$ cat src/rtl/mac_pkg.sv
package mac_pkg;
  typedef struct packed {
    logic load;
    logic sub;
    logic rnd;
    logic sat;
    logic sa;
    logic sb;
  } acc_ctrl_t;

  typedef struct packed {
    logic rnd;
    logic sat;
  } mul_ctrl_t;

  localparam int unsigned ACC_CTRL_W = $bits(acc_ctrl_t);
  localparam int unsigned MUL_CTRL_W = $bits(mul_ctrl_t);
endpackage

$ cat src/rtl/mac_q115_rs.sv
module mac_q115_rs #(
  parameter int unsigned W      = 38,
  parameter int unsigned FRAC_W = 15
) (
  input  logic signed [W-1:0] val_i,
  input  logic                rnd_i,
  input  logic                sat_i,
  output logic signed [W-1:0] res_o,
  output logic                sat_o
);
  localparam logic signed [W-1:0] ONE     = W'(1);
  localparam logic signed [W-1:0] HALF    = ONE <<< (FRAC_W - 1);
  localparam logic signed [W-1:0] LOW     = (ONE <<< FRAC_W) - ONE;
  localparam logic signed [W-1:0] MAX_POS = ((ONE <<< FRAC_W) - ONE) <<< FRAC_W;
  localparam logic signed [W-1:0] MIN_NEG = -(ONE <<< (2 * FRAC_W));

  logic signed [W-1:0] rounded;

  always_comb begin
    rounded = rnd_i ? ((val_i + HALF) & ~LOW) : val_i;
    res_o   = rounded;
    sat_o   = 1'b0;
    if (sat_i) begin
      if (rounded > MAX_POS) begin
        res_o = MAX_POS;
        sat_o = 1'b1;
      end else if (rounded < MIN_NEG) begin
        res_o = MIN_NEG;
        sat_o = 1'b1;
      end
    end
  end
endmodule

$ cat src/rtl/mac_dly.sv
module mac_dly #(
  parameter int unsigned W = 1,
  parameter int unsigned N = 1
) (
  input  logic         clk_i,
  input  logic         rst_ni,
  input  logic         en_i,
  input  logic [W-1:0] d_i,
  output logic [W-1:0] q_o
);
  generate
    if (N == 0) begin : g_wire
      assign q_o = d_i;
    end else begin : g_pipe
      logic [W-1:0] stg [N];
      always_ff @(posedge clk_i or negedge rst_ni) begin
        if (!rst_ni) begin
          for (int i = 0; i < N; i++) stg[i] <= '0;
        end else if (en_i) begin
          stg[0] <= d_i;
          for (int i = 1; i < N; i++) stg[i] <= stg[i-1];
        end
      end
      assign q_o = stg[N-1];
    end
  endgenerate
endmodule

$ cat src/rtl/mac_mult_stage.sv
module mac_mult_stage #(
  parameter int unsigned A_W    = 18,
  parameter int unsigned B_W    = 18,
  parameter int unsigned FRAC_W = 15,
  localparam int unsigned P_W   = A_W + B_W + 2
) (
  input  logic                  clk_i,
  input  logic                  rst_ni,
  input  logic                  en_i,
  input  logic [A_W-1:0]        a_i,
  input  logic [B_W-1:0]        b_i,
  input  logic                  sa_i,
  input  logic                  sb_i,
  input  logic                  rnd_i,
  input  logic                  sat_i,
  output logic signed [P_W-1:0] p_o,
  output logic                  psat_o
);
  localparam logic signed [P_W-1:0] ONE     = P_W'(1);
  localparam logic signed [P_W-1:0] MAX_POS = ((ONE <<< FRAC_W) - ONE) <<< FRAC_W;
  localparam logic signed [P_W-1:0] MIN_NEG = -(ONE <<< (2 * FRAC_W));

  logic [A_W-1:0]        a_q;
  logic [B_W-1:0]        b_q;
  logic                  sa_q, sb_q;
  logic signed [P_W-1:0] a_w, b_w, prod, shaped;
  logic                  shaped_sat;
  logic signed [P_W-1:0] p_q;
  logic                  psat_q;

  always_ff @(posedge clk_i or negedge rst_ni) begin
    if (!rst_ni) begin
      a_q  <= '0;
      b_q  <= '0;
      sa_q <= 1'b0;
      sb_q <= 1'b0;
    end else if (en_i) begin
      a_q  <= a_i;
      b_q  <= b_i;
      sa_q <= sa_i;
      sb_q <= sb_i;
    end
  end

  // sign- or zero-extend each operand on its own select
  always_comb begin
    a_w  = {{(P_W-A_W){sa_q & a_q[A_W-1]}}, a_q};
    b_w  = {{(P_W-B_W){sb_q & b_q[B_W-1]}}, b_q};
    prod = a_w * b_w;
  end

  mac_q115_rs #(.W(P_W), .FRAC_W(FRAC_W)) u_prod_rs (
    .val_i (prod),
    .rnd_i (rnd_i),
    .sat_i (sat_i),
    .res_o (shaped),
    .sat_o (shaped_sat)
  );

  always_ff @(posedge clk_i or negedge rst_ni) begin
    if (!rst_ni) begin
      p_q    <= '0;
      psat_q <= 1'b0;
    end else if (en_i) begin
      p_q    <= shaped;
      psat_q <= shaped_sat;
    end
  end

  assign p_o    = p_q;
  assign psat_o = psat_q;

  a_r5_prod_round_clears_low: assert property (@(posedge clk_i) disable iff (!rst_ni)
    (en_i && rnd_i) |=> (p_q[FRAC_W-1:0] == '0));

  a_r6_prod_sat_at_limit: assert property (@(posedge clk_i) disable iff (!rst_ni)
    psat_q |-> (p_q == MAX_POS || p_q == MIN_NEG));
endmodule

$ cat src/rtl/mac_accum_stage.sv
module mac_accum_stage
  import mac_pkg::*;
#(
  parameter int unsigned ACC_W  = 52,
  parameter int unsigned UP_W   = 18,
  parameter int unsigned P_W    = 38,
  parameter int unsigned FRAC_W = 15,
  localparam int unsigned S_W   = ACC_W + 2,
  localparam int unsigned UP_SH = ACC_W - UP_W
) (
  input  logic                  clk_i,
  input  logic                  rst_ni,
  input  logic                  en_i,
  input  logic signed [P_W-1:0] p_i,
  input  logic                  psat_i,
  input  acc_ctrl_t             ctrl_i,
  input  logic [UP_W-1:0]       upper_i,
  output logic [ACC_W-1:0]      data_o,
  output logic                  ovf_o,
  output logic                  psat_o,
  output logic                  asat_o
);
  localparam logic signed [S_W-1:0] ONE     = S_W'(1);
  localparam logic signed [S_W-1:0] MAX_POS = ((ONE <<< FRAC_W) - ONE) <<< FRAC_W;
  localparam logic signed [S_W-1:0] MIN_NEG = -(ONE <<< (2 * FRAC_W));

  logic [ACC_W-1:0]      acc_q, data_q;
  logic                  ovf_q, psat_q, asat_q;
  logic                  sm, ovf_now, rs_sat;
  logic signed [S_W-1:0] old, base_ld, base, pw, sum, shaped;
  logic                  unused_hi;

  always_comb begin
    sm      = ctrl_i.sa | ctrl_i.sb;
    old     = {{2{sm & acc_q[ACC_W-1]}}, acc_q};
    base_ld = {{2{sm & upper_i[UP_W-1]}}, upper_i, {UP_SH{1'b0}}};
    base    = ctrl_i.load ? base_ld : old;
    pw      = {{(S_W-P_W){p_i[P_W-1]}}, p_i};
    sum     = ctrl_i.sub ? (base - pw) : (base + pw);
    if (sm) ovf_now = !((&sum[S_W-1:ACC_W-1]) || (~|sum[S_W-1:ACC_W-1]));
    else    ovf_now = |sum[S_W-1:ACC_W];
  end

  mac_q115_rs #(.W(S_W), .FRAC_W(FRAC_W)) u_acc_rs (
    .val_i (sum),
    .rnd_i (ctrl_i.rnd),
    .sat_i (ctrl_i.sat),
    .res_o (shaped),
    .sat_o (rs_sat)
  );

  assign unused_hi = ^shaped[S_W-1:ACC_W];

  always_ff @(posedge clk_i or negedge rst_ni) begin
    if (!rst_ni) begin
      acc_q  <= '0;
      data_q <= '0;
      ovf_q  <= 1'b0;
      psat_q <= 1'b0;
      asat_q <= 1'b0;
    end else if (en_i) begin
      acc_q  <= sum[ACC_W-1:0];
      data_q <= shaped[ACC_W-1:0];
      ovf_q  <= ctrl_i.load ? ovf_now : (ovf_q | ovf_now);
      psat_q <= psat_i;
      asat_q <= rs_sat;
    end
  end

  assign data_o = data_q;
  assign ovf_o  = ovf_q;
  assign psat_o = psat_q;
  assign asat_o = asat_q;

  a_r8_ovf_sticky: assert property (@(posedge clk_i) disable iff (!rst_ni)
    (en_i && !ctrl_i.load && ovf_q) |=> ovf_q);

  a_r7_acc_sat_at_limit: assert property (@(posedge clk_i) disable iff (!rst_ni)
    asat_q |-> (data_q == MAX_POS[ACC_W-1:0] || data_q == MIN_NEG[ACC_W-1:0]));
endmodule

$ cat src/rtl/mult_acc_unit.sv
module mult_acc_unit
  import mac_pkg::*;
#(
  parameter int unsigned A_W            = 18,
  parameter int unsigned B_W            = 18,
  parameter int unsigned ACC_W          = 52,
  parameter int unsigned UP_W           = 18,
  parameter int unsigned FRAC_W         = 15,
  parameter int unsigned ACC_CTRL_REGS  = 2,
  parameter int unsigned MULT_CTRL_REGS = 1
) (
  input  logic             clk_i,
  input  logic             rst_ni,
  input  logic             ena_i,
  input  logic [A_W-1:0]   a_i,
  input  logic [B_W-1:0]   b_i,
  input  logic             sign_a_i,
  input  logic             sign_b_i,
  input  logic             sub_i,
  input  logic             load_i,
  input  logic [UP_W-1:0]  load_upper_i,
  input  logic             prod_round_i,
  input  logic             prod_sat_i,
  input  logic             acc_round_i,
  input  logic             acc_sat_i,
  output logic [ACC_W-1:0] data_o,
  output logic             overflow_o,
  output logic             prod_sat_o,
  output logic             acc_sat_o
);
  localparam int unsigned P_W   = A_W + B_W + 2;
  localparam int unsigned ACW_W = ACC_CTRL_W + UP_W;

  acc_ctrl_t          acc_ctrl_in, acc_ctrl_d;
  mul_ctrl_t          mul_ctrl_in, mul_ctrl_d;
  logic [UP_W-1:0]    upper_d;
  logic [ACW_W-1:0]   acw_in, acw_out;
  logic [MUL_CTRL_W-1:0] mcw_out;
  logic signed [P_W-1:0] prod_q;
  logic               prod_flag_q;

  assign acc_ctrl_in = '{load: load_i, sub: sub_i, rnd: acc_round_i,
                         sat: acc_sat_i, sa: sign_a_i, sb: sign_b_i};
  assign mul_ctrl_in = '{rnd: prod_round_i, sat: prod_sat_i};
  assign acw_in      = {acc_ctrl_in, load_upper_i};

  mac_dly #(.W(ACW_W), .N(ACC_CTRL_REGS)) u_acc_ctrl_dly (
    .clk_i (clk_i), .rst_ni (rst_ni), .en_i (ena_i),
    .d_i   (acw_in), .q_o (acw_out)
  );

  mac_dly #(.W(MUL_CTRL_W), .N(MULT_CTRL_REGS)) u_mul_ctrl_dly (
    .clk_i (clk_i), .rst_ni (rst_ni), .en_i (ena_i),
    .d_i   (mul_ctrl_in), .q_o (mcw_out)
  );

  assign acc_ctrl_d = acc_ctrl_t'(acw_out[ACW_W-1:UP_W]);
  assign upper_d    = acw_out[UP_W-1:0];
  assign mul_ctrl_d = mul_ctrl_t'(mcw_out);

  mac_mult_stage #(.A_W(A_W), .B_W(B_W), .FRAC_W(FRAC_W)) u_mult (
    .clk_i  (clk_i),
    .rst_ni (rst_ni),
    .en_i   (ena_i),
    .a_i    (a_i),
    .b_i    (b_i),
    .sa_i   (sign_a_i),
    .sb_i   (sign_b_i),
    .rnd_i  (mul_ctrl_d.rnd),
    .sat_i  (mul_ctrl_d.sat),
    .p_o    (prod_q),
    .psat_o (prod_flag_q)
  );

  mac_accum_stage #(.ACC_W(ACC_W), .UP_W(UP_W), .P_W(P_W), .FRAC_W(FRAC_W)) u_acc (
    .clk_i   (clk_i),
    .rst_ni  (rst_ni),
    .en_i    (ena_i),
    .p_i     (prod_q),
    .psat_i  (prod_flag_q),
    .ctrl_i  (acc_ctrl_d),
    .upper_i (upper_d),
    .data_o  (data_o),
    .ovf_o   (overflow_o),
    .psat_o  (prod_sat_o),
    .asat_o  (acc_sat_o)
  );

  a_r9_hold_when_disabled: assert property (@(posedge clk_i) disable iff (!rst_ni)
    !ena_i |=> ($stable(data_o) && $stable(overflow_o) &&
                $stable(prod_sat_o) && $stable(acc_sat_o)));

  a_r1_flags_clear_in_reset: assert property (@(posedge clk_i)
    !rst_ni |-> (data_o == '0 && !overflow_o && !prod_sat_o && !acc_sat_o));
endmodule

$ cat config.mk
export PLATFORM = sky130hd
export DESIGN_NAME = mult_acc_unit
export DESIGN_NICKNAME = d
export VERILOG_FILES = /design/src/rtl/mac_pkg.sv /design/src/rtl/mac_q115_rs.sv /design/src/rtl/mac_dly.sv /design/src/rtl/mac_mult_stage.sv /design/src/rtl/mac_accum_stage.sv /design/src/rtl/mult_acc_unit.sv
export SDC_FILE = /design/constraint.sdc
export NUM_CORES = 2
export LEC_CHECK = 0
export BUFFER_PORTS_ARGS = -buffer_cell sky130_fd_sc_hd__clkbuf_2
export CAP_MARGIN = 20
export CORE_MARGIN = 2
export CORE_UTILIZATION = 34
export DETAILED_ROUTE_END_ITERATION = 8
export REMOVE_ABC_BUFFERS = 1
export SYNTH_ARGS = -nofsm -noshare
export SYNTH_HDL_FRONTEND = slang
export SYNTH_HIERARCHICAL = 1
export SYNTH_SLANG_ARGS = --single-unit
$ cat constraint.sdc
create_clock -name clk_i -period 18.5 [get_ports clk_i]
set_input_delay 1.85 -clock clk_i [delete_from_list [all_inputs] [get_ports clk_i]]
set_output_delay 1.85 -clock clk_i [all_outputs]
set_load 0.1 [all_outputs]
# --- Word-level counts from Yosys, hierarchy flattened ---
# Cells that the tools add are included.
word_totals:
  ff_bits: 234
  inputBits: 65
  out_inout_bits: 55
  elab_cells: 53
op_classes:
  add_sub_neg: 4
  n_mul: 1
  n_lt_le_gt_ge: 4
  n_mux: 18
  bitwise: 6
  n_reduce_logical: 6
ops:
  columns: ["operator", "count"]
  rows:
  - ["$mux W54", 3]
  - ["$mux W52", 3]
  - ["$mux W38", 4]
  - ["$add A54 B16 Y54 const B", 1]
  - ["$add A54 B38 Y54", 1]
  - ["$gt A54 B31 Y1 const B", 1]
  - ["$lt A54 B31 Y1 const B", 1]
  - ["$sub A54 B38 Y54", 1]
  - ["$add A38 B16 Y38 const B", 1]
  - ["$gt A38 B31 Y1 const B", 1]
  - ["$lt A38 B31 Y1 const B", 1]
  - ["$mul A19 B19 Y38", 1]
  - ["$mux W1", 8]
  - ["$and A1 B1 Y1", 4]
  - ["$reduce_and A3 Y1", 1]
  - ["$reduce_or A3 Y1", 1]
  - ["$logic_not A1 Y1", 2]
  - ["$or A1 B1 Y1", 2]
  - ["$reduce_or A2 Y1", 1]
  - ["$logic_or A1 B1 Y1", 1]

# --- Depth between registers and ports, before layout ---
logic_depth:
  depth_word: 12
  depth_mapped: 38
  mapped_depth_nobuf: 34

# --- Cells and area by module ---
# Netlist, hierarchy kept.
modules_own_cells:
  columns: ["module", "n_inst", "cells_per_inst", "area_per_inst_um2", "seq_area_each_um2"]
  rows:
  - ["mac_mult_stage", 1, 1688, 16527.1, 1926.8]
  - ["mac_accum_stage", 1, 924, 8617.0, 2677.6]
  - ["mac_q115_rs at u_acc.u_acc_rs", 1, 313, 2088.3, 0.0]
  - ["mac_dly at u_acc_ctrl_dly", 1, 125, 2040.7, 1201.2]
  - ["mac_q115_rs at u_mult.u_prod_rs", 1, 169, 1138.6, 0.0]
  - ["mac_dly at u_mul_ctrl_dly", 1, 4, 72.6, 50.0]

# --- Least setup slack after synthesis ---
# OpenSTA, ideal clock, no wires.
synth_timing:
  kind: "register to register"
  from: "reg u_mult.a_q[17]"
  to: "reg u_mult.p_q[16], in the netlist u_mult/p_o[16]"
  setup_ps: 125
  t_arrival_ps: 9166
  required_time_ps: 18375
  slack_ps: 9209
  stages_incl_launch_ff: 36
  path_buffers: 3
  period_less_slack_ps: 9291
  path_cell_list: "dfrtp_1 -> and2_1 -> clkbuf_1 -> nand2_1 -> fa_1 -> inv_1 -> fa_1 -> fa_1 -> inv_1 -> fa_1 -> inv_1 -> fa_1 -> inv_1 -> fa_1 -> inv_1 -> ha_1 -> ha_1 -> nand2_1 -> nor2_1 -> nand2_1 -> o31a_1 -> o211a_1 -> xnor2_1 -> and3_1 -> and4_1 -> clkbuf_1 -> and4_1 -> xnor2_1 -> nor3_1 -> nand4b_1 -> a21o_1 -> ha_1 -> and2_1 -> clkbuf_1 -> o21ai_0 -> mux2_2"
synth_between:
  elab_chain_cells: 8
  word_cells_on_any_way: 9
  cone_classes: "add/sub: 1; mul: 1; order compare: 2; mux: 4; bitwise: 1"
synth_rtl:
  columns: ["item", "line", "source"]
  rows:
  - ["from (decl)", "mac_mult_stage.sv:23", "logic [A_W-1:0] a_q;"]
  - ["from (signal assigned)", "mac_mult_stage.sv:38", "a_q <= a_i;"]
  - ["$and A1 B1 Y1", "mac_mult_stage.sv:47", "a_w = {{(P_W-A_W){sa_q & a_q[A_W-1]}}, a_q};"]
  - ["$mul A19 B19 Y38 *", "mac_mult_stage.sv:49", "prod = a_w * b_w;"]
  - ["net u_mult.prod[32]", "mac_mult_stage.sv:26", "logic signed [P_W-1:0] a_w, b_w, prod, shaped;"]
  - ["$add A38 B16 Y38", "mac_q115_rs.sv:20", "rounded = rnd_i ? ((val_i + HALF) & ~LOW) : val_i;"]
  - ["$mux W38 *", "mac_q115_rs.sv:20", null]
  - ["$lt A38 B31 Y1", "mac_q115_rs.sv:27", "end else if (rounded < MIN_NEG) begin"]
  - ["$mux W38", "mac_q115_rs.sv:27", null]
  - ["$mux W38 *", "mac_q115_rs.sv:24", "if (rounded > MAX_POS) begin"]
  - ["$mux W38 *", "mac_q115_rs.sv:23", "if (sat_i) begin"]
  - ["net u_mult.shaped[16]", "mac_mult_stage.sv:26", null]
  - ["to (signal assigned)", "mac_mult_stage.sv:65", "p_q <= shaped;"]
  - ["to (decl)", "mac_mult_stage.sv:28", "logic signed [P_W-1:0] p_q;"]
# The timed path passes the listed nets; every way through them passes the cells marked *.
# A chain may end at the register's enable or synchronous reset.

# --- Worst setup path after layout ---
layout_timing:
  from: "reg u_mult.sa_q"
  to: "reg u_mult.p_q[23], in the netlist u_mult/p_o[23]"
layout_between:
  elab_chain_cells: 8
  word_cells_on_any_way: 9
  cone_classes: "add/sub: 1; mul: 1; order compare: 2; mux: 4; bitwise: 1"
layout_rtl:
  columns: ["item", "line", "source"]
  rows:
  - ["from (decl)", "mac_mult_stage.sv:25", "logic sa_q, sb_q;"]
  - ["from (signal assigned)", "mac_mult_stage.sv:40", "sa_q <= sa_i;"]
  - ["$and A1 B1 Y1 *", "mac_mult_stage.sv:47", null]
  - ["$mul A19 B19 Y38 *", "mac_mult_stage.sv:49", null]
  - ["net u_mult.prod[32]", "mac_mult_stage.sv:26", null]
  - ["$add A38 B16 Y38", "mac_q115_rs.sv:20", null]
  - ["$mux W38 *", "mac_q115_rs.sv:20", null]
  - ["$lt A38 B31 Y1", "mac_q115_rs.sv:27", null]
  - ["$mux W38", "mac_q115_rs.sv:27", null]
  - ["$mux W38 *", "mac_q115_rs.sv:24", null]
  - ["$mux W38 *", "mac_q115_rs.sv:23", null]
  - ["net u_mult.shaped[23]", "mac_mult_stage.sv:26", null]
# Marked as above.

==> impl_metrics.toml <==
[outcome]
outcome = "completed"

[clocking]
cts_buffer_depth = 3
insertion_delay_ps = 610
h-tree-depth = 1
post_cts_buffers = 0
cts_hold_buf = 0
cts_buffers = 29
clock-root-buffer = "clkbuf_16"
path_clk_slew_ps = 70
clock-sinks = 234
ctsResizeCount = 0
cts_tree = "built"

[placed_design]
gp_congestion = 0.907
portBuffers = 119
hpwl_um = 59400

[grt]
antenna_found_initial = 1
grt_use_total = 0.173
overflow = 0
grt_pass1_wl_um = 129000
grt_max_degree = 135
grt_pass1_vias = 23723

[drt]
postRouteAntennaNets = 0
wirelength_um = 77300
drtIter0Drc = 1253
drc_errors = 0
dr.pass1.iters = 5
num_vias = 22622
vias_per_cell = 5.17
wl_per_cell_um = 17.6

[sta]
tightest_slew_ps = 1100
slew_violations = 0
fmax_ghz = 0.0925
finalHoldViolCount = 0
fin_tns_setup_ps = 0
grt_setup_unrepaired = "false"
relSlewSlack = 0.266
post-route-min-period_ps = 10810
fin_crit_sh = 0.584
setup_viol = 0
fin_worst_skew_ps = 12.3

[finish]
drive_gt1_frac = 0.164
area.growth.synth_to_final_pct = 8.18
n_antenna_cell = 0
fin_nets = 3797

[worst_setup_path]
endpoint = "u_mult/p_o[23]"
cp.depth = 32
crit_start = "u_mult/sa_q"
r2r-start = "u_mult/sa_q"
crit_type = "reg2reg"
crit_fanout = 30
reg2reg_to = "u_mult/p_o[23]"
critPathRequiredTime_ps = 18990
critical_path_arrival_ps = 11300
crit_top_cell = "fa_1"
r2r_setup_slack_ps = 7690
max_stage_delay_ps = 840
cp-end-kind = "register"
crit_family = "adder cells"
critPathSlowestCell = "and2_1"
startpoint_type = "register"
rr_worst_depth = 32
crit_buf_inv = 5

[synth]
ys.warnings.count = 6
synth_cells = 3219
syn_area_per_cell_um2 = 9.46
netlist_area_mm2 = 0.0305

[die]
core_area_mm2 = 0.0886
row_count = 109
fp.dieH_um = 303
ios = 120
dieArea_mm2 = 0.0920
die_w_um = 303
initial_core_util = 0.344

[flow_run]
maxCapViolations = 0

[hold_path]
hp-class = "reg2reg"
## final cells by class
type,instances,area [um2]
Inverter,432,1620
Multi-Input combinational cell,2334,22000
Sequential cell,234,5860
Tap cell,1165,1460
Fill cell,8992,55700
Clock inverter,21,297
Timing Repair Buffer,160,963
Clock buffer,33,771
## worst min-delay path by stage
| stage | start | to | slack (ps) | cells after the start |
|---|---|---|---|---|
| final | u_acc/acc_q[46] | u_acc/acc_q[46] | 470 | 2 |
| after global routing | u_acc/acc_q[29] | u_acc/acc_q[29] | 510 | 1 |
| after floorplan | u_acc/acc_q[46] | u_acc/acc_q[46] | 440 | 2 |
| after global placement | u_acc/acc_q[46] | u_acc/acc_q[46] | 470 | 2 |
| after detailed placement | u_acc/acc_q[46] | u_acc/acc_q[46] | 470 | 2 |
| after CTS | u_acc/acc_q[46] | u_acc/acc_q[46] | 480 | 2 |
## sequential cells by signal (all words and copies together), names as in the netlist
register                   cells
u_acc/acc_q                   52
u_acc/asat_o                   1
u_acc/data_o                  52
u_acc/ovf_o                    1
u_acc/psat_o                   1
u_acc_ctrl_dly/g_pipe.stg     24
u_acc_ctrl_dly/q_o            24
u_mul_ctrl_dly/q_o             2
u_mult/a_q                    18
u_mult/b_q                    18
u_mult/p_o                    38
u_mult/psat_o                  1
u_mult/sa_q                    1
u_mult/sb_q                    1
## per-stage QoR
stage	std cells	util	setup WS, ps	hold slack (ps)	instance area (um2)
CTS	4377	0.371	7740	484	32900
detailed placement	4323	0.359	7750	468	31800
floorplan	3000	-	8940	445	29500
global placement	4323	0.359	8070	468	31800
global route	4379	0.372	6960	510	33000
finish	4379	0.372	7690	474	33000
## layout by cell type, fill, tap and decap left out, types with 8 or more instances in the layout
master     instances
and4_1            10
and3_1            26
clkbuf_16         29
nor4b_1           22
ha_1             171
mux2_4            20
xnor2_1          124
nand4_1           55
nand2_1          293
dfrtp_1          232
nor2b_1           39
or3_1             10
clkbuf_2         117
a211oi_1          15
fa_1             370
o21bai_1          21
xor2_1            61
nor4_1            24
mux2_2           226
or2_2              8
nand3_1           49
o21ai_0           69
a31oi_1           20
mux2i_1           11
a21o_1            60
nand2b_1          14
nor2_1           109
and2_1           163
a21oi_1          152
nor3_1            36
or4_1              8
inv_1            432
buf_4             38
nor4b_2           12
o21a_1            16
## routing by layer
layer	vias to the layer above	part of all wire	global-route usage
met5	-	0	0
met4	0	0.029	0.0487
met3	105	0.038	0.0161
met2	442	0.48	0.292
met1	11550	0.46	0.237
li1	10525	-	-
## worst register-to-register path: cells and delay by family, from the launching register on
family | cells | cell delay [ps]
fa+ha+maj | 9 | 4670
buf+inv | 5 | 660
simple gates | 11 | 3230
flops | 1 | 440
compound gates | 4 | 870
mux | 1 | 310
xor+xnor | 2 | 520
Power is not shown: default switching activity piles up to over one toggle a cycle in this logic, so the estimate is an artifact.
